`config.mk`:
```
export PLATFORM = sky130hd
export DESIGN_NAME = shift_add_mul
export DESIGN_NICKNAME = d
export VERILOG_FILES = /design/src/rtl/shift_add_mul_pkg.sv /design/src/rtl/sam_seq.sv /design/src/rtl/sam_addshift.sv /design/src/rtl/sam_regs.sv /design/src/rtl/shift_add_mul.sv
export SDC_FILE = /design/constraint.sdc
export NUM_CORES = 1
export LEC_CHECK = 0
export BUFFER_PORTS_ARGS = -buffer_cell sky130_fd_sc_hd__buf_2
export CAP_MARGIN = 10
export CORE_MARGIN = 2
export CORE_UTILIZATION = 55
export DETAILED_ROUTE_END_ITERATION = 8
export GPL_TIMING_DRIVEN = 0
export PLACE_DENSITY = 0.8
export SYNTH_ARGS = -nofsm -noshare
export SYNTH_HDL_FRONTEND = slang
export SYNTH_SLANG_ARGS = --single-unit
```
`constraint.sdc`:
```
create_clock -name clk -period 3.2 [get_ports clk]
set_clock_uncertainty 0.15 [all_clocks]
set_input_delay 0.64 -clock clk [delete_from_list [all_inputs] [get_ports clk]]
set_output_delay 0.64 -clock clk [all_outputs]
set_load 0.005 [all_outputs]
```
`src/rtl/shift_add_mul_pkg.sv`:
```
package shift_add_mul_pkg;

    // Operating phase of the sequencer
    typedef enum logic [0:0] {
        PH_IDLE = 1'b0,
        PH_RUN  = 1'b1
    } phase_e;

    // Strobes from sequencer to datapath
    typedef struct packed {
        logic load;   // capture operands, clear upper half
        logic step;   // one add-and-shift iteration
    } dp_ctrl_t;

    // Width of an iteration counter able to hold 0..n-1
    function automatic int cnt_width(input int n);
        return (n <= 2) ? 1 : $clog2(n);
    endfunction

endpackage

```
`src/rtl/sam_seq.sv`:
```
module sam_seq
    import shift_add_mul_pkg::*;
#(
    parameter int W = 32
) (
    input  logic     clk,
    input  logic     rst,
    input  logic     start,
    output dp_ctrl_t ctrl,
    output logic     busy,
    output logic     done
);
    localparam int CW = cnt_width(W);
    localparam logic [CW-1:0] LAST = CW'(W - 1);

    phase_e        phase;
    logic [CW-1:0] iter;
    logic          accept;

    assign accept    = (phase == PH_IDLE) && start;
    assign ctrl.load = accept;
    assign ctrl.step = (phase == PH_RUN);
    assign busy      = (phase == PH_RUN);

    always_ff @(posedge clk) begin
        if (rst) begin
            phase <= PH_IDLE;
            iter  <= '0;
            done  <= 1'b0;
        end else begin
            done <= 1'b0;
            unique case (phase)
                PH_IDLE: begin
                    if (start) begin
                        phase <= PH_RUN;
                        iter  <= '0;
                    end
                end
                PH_RUN: begin
                    if (iter == LAST) begin
                        phase <= PH_IDLE;
                        done  <= 1'b1;
                    end else begin
                        iter <= iter + 1'b1;
                    end
                end
                default: phase <= PH_IDLE;
            endcase
        end
    end
endmodule

```
`src/rtl/sam_addshift.sv`:
```
module sam_addshift #(
    parameter int W = 32
) (
    input  logic [2*W-1:0] acc,
    input  logic [W-1:0]   mcand,
    output logic [2*W-1:0] acc_nxt
);
    logic [W:0] upper_sum;

    always_comb begin
        if (acc[0]) begin
            upper_sum = {1'b0, acc[2*W-1:W]} + {1'b0, mcand};
        end else begin
            upper_sum = {1'b0, acc[2*W-1:W]};
        end
        // carry enters the top bit as everything moves right
        acc_nxt = {upper_sum, acc[W-1:1]};
    end
endmodule

```
`src/rtl/sam_regs.sv`:
```
module sam_regs
    import shift_add_mul_pkg::*;
#(
    parameter int W = 32
) (
    input  logic           clk,
    input  logic           rst,
    input  dp_ctrl_t       ctrl,
    input  logic [W-1:0]   mcand_i,
    input  logic [W-1:0]   mplier_i,
    input  logic [2*W-1:0] acc_nxt,
    output logic [2*W-1:0] acc,
    output logic [W-1:0]   mcand
);
    always_ff @(posedge clk) begin
        if (rst) begin
            acc   <= '0;
            mcand <= '0;
        end else if (ctrl.load) begin
            acc   <= {{W{1'b0}}, mplier_i};
            mcand <= mcand_i;
        end else if (ctrl.step) begin
            acc   <= acc_nxt;
        end
    end
endmodule

```
`src/rtl/shift_add_mul.sv`:
```
module shift_add_mul
    import shift_add_mul_pkg::*;
#(
    parameter int W = 32
) (
    input  logic         clk,
    input  logic         rst,
    input  logic         start,
    input  logic [W-1:0] mcand_i,
    input  logic [W-1:0] mplier_i,
    output logic         busy,
    output logic         done,
    output logic [W-1:0] res_hi,
    output logic [W-1:0] res_lo
);
    dp_ctrl_t       ctrl;
    logic [2*W-1:0] acc;
    logic [2*W-1:0] acc_nxt;
    logic [W-1:0]   mcand;

    sam_seq #(.W(W)) u_seq (
        .clk   (clk),
        .rst   (rst),
        .start (start),
        .ctrl  (ctrl),
        .busy  (busy),
        .done  (done)
    );

    sam_addshift #(.W(W)) u_step (
        .acc     (acc),
        .mcand   (mcand),
        .acc_nxt (acc_nxt)
    );

    sam_regs #(.W(W)) u_regs (
        .clk      (clk),
        .rst      (rst),
        .ctrl     (ctrl),
        .mcand_i  (mcand_i),
        .mplier_i (mplier_i),
        .acc_nxt  (acc_nxt),
        .acc      (acc),
        .mcand    (mcand)
    );

    assign res_hi = acc[2*W-1:W];
    assign res_lo = acc[W-1:0];
endmodule

```
# == Word level (Yosys, flattened, before mapping) ==
# Cells that the tools add are included.
# word_totals
register_bits,103
input_bits,67
output_inout_bits,66
# op_classes
addsub,2
eq_ne,3
mux,10
bitwise,1
n_reduce_logical,5
# op_table
op,count
32-bit 2-to-1 mux,2
32-bit by 32-bit adder with 33-bit output,1
33-bit 2-to-1 mux,1
5-bit 2-to-1 mux,2
5-bit one-hot mux with 2 select lines,1
5-bit by 1-bit adder with 5-bit output (second input constant),1
5-bit equality test (second input constant),1
2-bit inequality test (second input constant),2
2-bit OR reduction,2
1-bit 2-to-1 mux,3
1-bit one-hot mux with 2 select lines,1
2-bit AND reduction,1
2-bit nonzero test,1
1-bit logical AND,1
1-bit NOT,1

# == Depth between registers and ports, before layout ==
# Gate-level depths: netlist of the first run.
# logic_depth
ltp_word,4
ltp_mapped,10
depth_no_buf,10

# == Cells and area by module ==
# A second synthesis of the first run with hierarchy kept.
# hier_totals
cells_unflattened,757
area_unflattened_um2,6708.9
# modules_own_cells
module,n_inst,cells_per_inst,area_per_inst_um2
sam_regs,1,350,3791.1
sam_addshift,1,367,2560.0
sam_seq,1,40,357.8

# == Worst setup path before layout of the first run ==
# Ideal clock, no wire load.
# synth_timing
path_type,register -> register
start,register u_regs.acc[32]
end,register u_regs.acc[55]
arrival_time_ns,2.324
t_required_ns,2.966
setup_slack_ns,0.641
path_stages_with_launch,11
period_less_slack_ns,2.559
path_cell_list,dfxtp_1 ha_1 fa_1 a21oi_1 o211ai_1 a211oi_1 nor3b_2 o21a_1 o21a_1 o21a_1 o31ai_2
# synth_between
elab_chain_len,2
# synth_rtl
item,line,rtl
"start, declared",sam_regs.sv:12,"output logic [2*W-1:0] acc,"
"start signal, assigned",sam_regs.sv:20,"acc <= {{W{1'b0}}, mplier_i};"
"start signal, assigned",sam_regs.sv:23,acc <= acc_nxt;
32-bit by 32-bit adder with 33-bit output,sam_addshift.sv:12,"upper_sum = {1'b0, acc[2*W-1:W]} + {1'b0, mcand};"
33-bit 2-to-1 mux,sam_addshift.sv:11,if (acc[0]) begin
# Every way passes these cells.
# A chain may end at the register's enable or synchronous reset.

# == Worst setup path in the final report of the first run ==
# Same ends and word-level chain as after synthesis.

==> results of run 1 <==
==> metal layers <==
| layer | part of all wire, % | track usage (%) | vias to the layer above |
|---|---|---|---|
| li1 | - | - | 2984 |
| met1 | 45 | 36.23 | 2798 |
| met2 | 47 | 44.39 | 170 |
| met3 | 6.0 | 4.505 | 25 |
| met4 | 1.6 | 8.137 | 0 |
| met5 | 0 | 0 | - |
==> sequential cells by signal, indices dropped and copies added (netlist names) <==
signal and cells:
u_regs.acc 64, u_regs.mcand 32, u_seq.iter 5, u_seq.busy 1
u_seq.done 1
==> Yosys cell counts (all sizes together) (3+ instances only) <==
cell and instances:
clkbuf 34, o221ai 3, nor3b 7, nor2 98, nand3 7, xor2 6, dfxtp 103, and3 3
ha 34, xnor2 22, buf 47, or3 3, nor3 4, nor2b 9, inv 11, nand2 100
a21oi 121, a31oi 6, nand2b 5, o22ai 6, o21ai 34, o211ai 4, nand4 7, o31ai 4
o21a 6, a211oi 10, mux2i 49, a21o 14
==> worst min-delay path by stage <==
stage / startpoint / endpoint / slack (ps) / cells past startpoint
floorplan: u_regs.mcand[0] / u_regs.mcand[0] / 290 / 2
global placement: u_regs.mcand[5] / u_regs.mcand[5] / 300 / 2
detailed placement: u_regs.mcand[23] / u_regs.mcand[23] / 300 / 2
CTS: u_regs.mcand[23] / u_regs.mcand[23] / 320 / 2
global route: mcand_i[0] / u_regs.mcand[0] / 340 / 3
finish: u_regs.mcand[23] / u_regs.mcand[23] / 310 / 2
==> critical path, stage by stage, from the launching register on <==
cell	delay, ps
dfxtp_1	350
ha_1	240
fa_1	400
a21oi_1	230
o211ai_1	170
a211oi_1	440
nor3b_2	130
o21a_1	210
o21a_1	180
o21a_1	180
o31ai_2	160
==> cell families (layout without fill, tap and decap cells) <==
| logic type | count (synthesis) | after routing | synth area share [%] |
|---|---|---|---|
| compound gates | 224 | 224 | 21.98 |
| xor+xnor | 28 | 28 | 3.974 |
| fa+ha+maj | 35 | 35 | 7.218 |
| buf+inv | 92 | 238 | 7.847 |
| flops | 103 | 103 | 33.41 |
| mux | 51 | 51 | 8.313 |
| simple gates | 248 | 248 | 17.25 |
==> report_power, final <==
part | switching [mW] | internal (mW)
Sequential | 0.0575 | 1.35
Clock | 0.435 | 0.372
Combinational | 0.308 | 0.241
Total | 0.800 | 1.96
==> area by class of cell <==
class	count	area [sq um]
Clock buffer	10	137.6
Buffer	81	442.9
Multi-Input combinational cell	586	3625
Timing Repair Buffer	132	660.6
Sequential cell	103	2062
Clock inverter	4	47.55
Fill cell	992	3696
Inverter	11	41.29
Tap cell	140	175.2
==> flow_summary.ini, run 1 <==
[clock_network]
clk_latency_ps = 380
cts_setup_buffers = 0
cts_buffers = 9
cts_tree = yes
path_clk_slew_ps = 90
cts_sinks = 103
cts_max_path_buffers = 2
cts-root-buf = clkbuf_8
cts_resized = 0
htreeDepth = 3
cts-hold-fix-buffers = 0

[route]
wire_per_inst_um = 15.13
viasPerCell = 5.602
via_count = 5977
drcViolationCount = 0
drt_iter0_markers = 406
dr.pass1.iters = 5
drt_wl_total_um = 16140
drtAntennaViolNets = 0

[worst_setup_path]
critical_path_class = reg2reg
crit_arrival_ps = 3080
reg2reg_depth = 10
crit_fanout = 4
startpoint_type = flop
r2r_end = u_regs.acc[55]
critical_path.startpoint = u_regs.acc[32]
critPathCapture = u_regs.acc[55]
timing.rr.start = u_regs.acc[32]
end_kind = flop
r2r_slack_ps = 270
required_ps = 3350

[synthesis]
synth_edf_count = 0
async_flop_share_pct = 0
synth.avg_cell_area_sq_um = 7.901
syn_inst = 781
ys_top_cells_by_area = dfxtp_1 (33%), a21oi_1 (9.7%), mux2i_1 (7.9%)
syn_nets = 883
syn_area_sq_um = 6171
synth.yosys.seq_area_share_pct = 33.41
ys.flop_type = dfxtp_1
synth_top_area_share_pct = 33.41
synth_top_cell_by_area = dfxtp_1
yosys_warnings = 0
synth_cell_type_count = 58
synth-seq-cells = 103

[layout]
final_common_cell = buf_2
instances_no_fill = 1067
layout_common_cells = buf_2 (138), a21oi_1 (119), dfxtp_1 (103), nand2_1 (100), nor2_1 (97)
area_growth_pct = 16.55
drive_gt1_share_pct = 21.79
num_antenna_cells = 0
fin_util_pct = 66.05
fin_area_sq_um = 7192
final_nets = 1026

[timing]
fin_crit_sh_pct = 91.55
slew_violations = 0
setup_ws_ps = 270.5
worstMarginPinSlew_ps = 761.8
hold_viol = 0
fin_crit_ps = 2929
fmaxAchievable_ghz = 0.3414
finalSetupViolations = 0
setup_tns_ps = 0
holdWs_ps = 314.5
grt_setup_unrepaired = no
timing.slew.headroom_pct = 49.21

[place]
pre_cts_ws_ps = 345.6
gp_congestion = 0.9285
place_inst = 1053
io_buffers = 132
hpwl_um = 12190
placed_area_sq_um = 7007

[floorplan]
num_rows = 38
fp.dieH_um = 109.9
num_io_pins = 133
fp.dieArea_sq_um = 12080
fp.coreArea_sq_um = 10890
initial_utilization_pct = 56.68
fp.dieW_um = 109.9

[global_route]
grt_pass1_wl_um = 25610
grt_max_degree = 16
grt_pass1_vias = 5346
antenna_found_initial = 0
grt_usage_pct = 27.03
global_route.overflow_total = 0

[power_and_ir_drop]
power_mw = 2.763
ir_worst_vdd_uv = 223.9
power.density_nw_per_um2 = 384.1
p_leak_nw = 3.317

[hold_path]
holdCritPathClass = reg2reg

[outcome]
status = completed

[job]
cap_violations = 0
Note: power is estimated with default switching activity, not from simulation.
==> run 2, diff against run 1 <==
- PLACE_DENSITY: 0.8 -> 0.84
==> run 2 against run 1 <==
Compared with the run above: flip-flop and latch count stayed put; maximum frequency is 2.0% higher; clock-buffer cell count stayed put; global-route usage is 0.41 points lower; register-to-register slack better by 60 ps; first-iteration DRC count is 18% higher; cell count stayed put; non-clock buffer count stayed put; wire length is 0.49% lower; hold slack worse by 2.7 ps; setup slack better by 56 ps; critical path type unchanged.
==> flow_summary.ini, run 2 (same netlist as run 1, synthesis figures left out) <==
[layout]
final_nets = 1026
largest_reg_flops = 64
drive_gt1_share_pct = 21.90
final_common_cell = buf_2
largest_register = u_regs.acc
reg_top3 = u_regs.acc (64), u_regs.mcand (32), u_seq.iter (5)
area_growth_pct = 17.40
instances_no_fill = 1067
layout_common_cells = buf_2 (138), a21oi_1 (119), dfxtp_1 (103), nand2_1 (100), nor2_1 (97)
num_antenna_cells = 0
fin_area_sq_um = 7244

[route]
via_count = 5991
viasPerCell = 5.615
dr.pass1.iters = 6
drt_iter0_markers = 478
drt_wl_total_um = 16060
drtAntennaViolNets = 0
top_layer_used = met4
met1_length_um = 7161
route.met2.wl_um = 7184
drcViolationCount = 0
wl_met3_um = 1233
wire_per_inst_um = 15.06

[timing]
setup_tns_ps = 0
slew_violations = 0
fin_crit_sh_pct = 89.78
finalSetupViolations = 0
worstMarginPinSlew_ps = 790.3
grt_setup_unrepaired = no
hold_viol = 0
timing.slew.headroom_pct = 47.31
fmaxAchievable_ghz = 0.3481
fin_crit_ps = 2873

[floorplan]
fp.dieW_um = 109.9
fp.dieH_um = 109.9
initial_utilization_pct = 56.68
num_rows = 38
fp.coreArea_sq_um = 10890
num_io_pins = 133
fp.dieArea_sq_um = 12080

[clock_network]
cts-hold-fix-buffers = 0
cts-root-buf = clkbuf_8
path_clk_slew_ps = 90
cts_setup_buffers = 0
cts_sinks = 103
cts_max_path_buffers = 2
cts_tree = yes
htreeDepth = 3
clk_latency_ps = 380
cts_buffers = 9

[worst_setup_path]
critical_path_class = reg2reg
reg2reg_depth = 10
startpoint_type = flop
r2r_slack_ps = 330
end_kind = flop
crit_fanout = 5
required_ps = 3360
crit_arrival_ps = 3030

[global_route]
global_route.overflow_total = 0
grt_pass1_wl_um = 25410
grt_max_degree = 16
grt_pass1_vias = 5418
grt_usage_pct = 26.62
antenna_found_initial = 0

[place]
placed_area_sq_um = 7007
place_inst = 1053
gp_congestion = 0.9756
io_buffers = 132
hpwl_um = 12120

[power_and_ir_drop]
power.density_nw_per_um2 = 404.1
ir_worst_vdd_uv = 300.1
p_leak_nw = 3.342

[hold_path]
holdCritPathClass = reg2reg
whs_path_depth = 2

[job]
cap_violations = 0

[outcome]
status = completed
## run 2: cell types whose count changed in the layout (fill, tap and decap cells not counted)
cell and change:
clkinvlp_4 -1, bufinv_16 +2, clkinv_2 -1, a211oi_2 +1, a211oi_1 -1
## run 2: final cells by class
cell class | count | area (sq um)
fill | 942 | 3643
multi-input combinational | 586 | 3630
sequential | 103 | 2062
timing repair buffer | 132 | 660.6
buffer | 81 | 442.9
tap | 140 | 175.2
clock buffer | 10 | 137.6
clock inverter | 4 | 95.09
inverter | 11 | 41.29
## run 2: repair_timing
action | 4_1_cts | 5_1_grt
resized for setup | 0 | 1
endpoints found under the hold margin | 0 | 0
setup endpoints to repair | 0 | 2
## run 2: through the flow
stage	utilization [%]	hold WS (ps)	setup slack [ps]	power, mW
after floorplan	-	290.0	641.5	1.794
after global placement	64.35	297.6	375.1	1.966
after detailed placement	64.35	302.4	371.1	1.979
after CTS	66.49	315.4	302.3	2.929
after global routing	66.54	326.8	149.7	3.063
final	66.54	311.7	327.0	2.928
## run 2: metal layers
metal	vias up	global-route usage (%)
met2	235	41.76
met1	2727	35.02
met5	-	0
li1	2988	-
met3	41	6.106
met4	0	11.21
## run 2: final timing paths
kind,start,endpoint
setup / recovery,u_regs.acc[32],u_regs.acc[47]
hold / removal,u_regs.mcand[11],u_regs.mcand[11]
setup reg to reg,u_regs.acc[32],u_regs.acc[47]
hold reg to reg,u_regs.mcand[11],u_regs.mcand[11]
## run 2: critical path, stage by stage (launching register included)
cell      delay [ps]
dfxtp_1          350
ha_1             240
fa_1             410
a21oi_1          240
o211ai_1         190
a21oi_1          410
o21ai_0          170
a21oi_1          210
xnor2_1          150
mux2i_1          100
a21oi_1          190
## run 2: report_power, final
| group | switching (mW) | total [mW] | leakage [nW] | internal (mW) |
|---|---|---|---|---|
| clock network | 0.439 | 0.970 | 0.118 | 0.531 |
| logic | 0.310 | 0.551 | 2.38 | 0.242 |
| registers | 0.0576 | 1.41 | 0.843 | 1.35 |
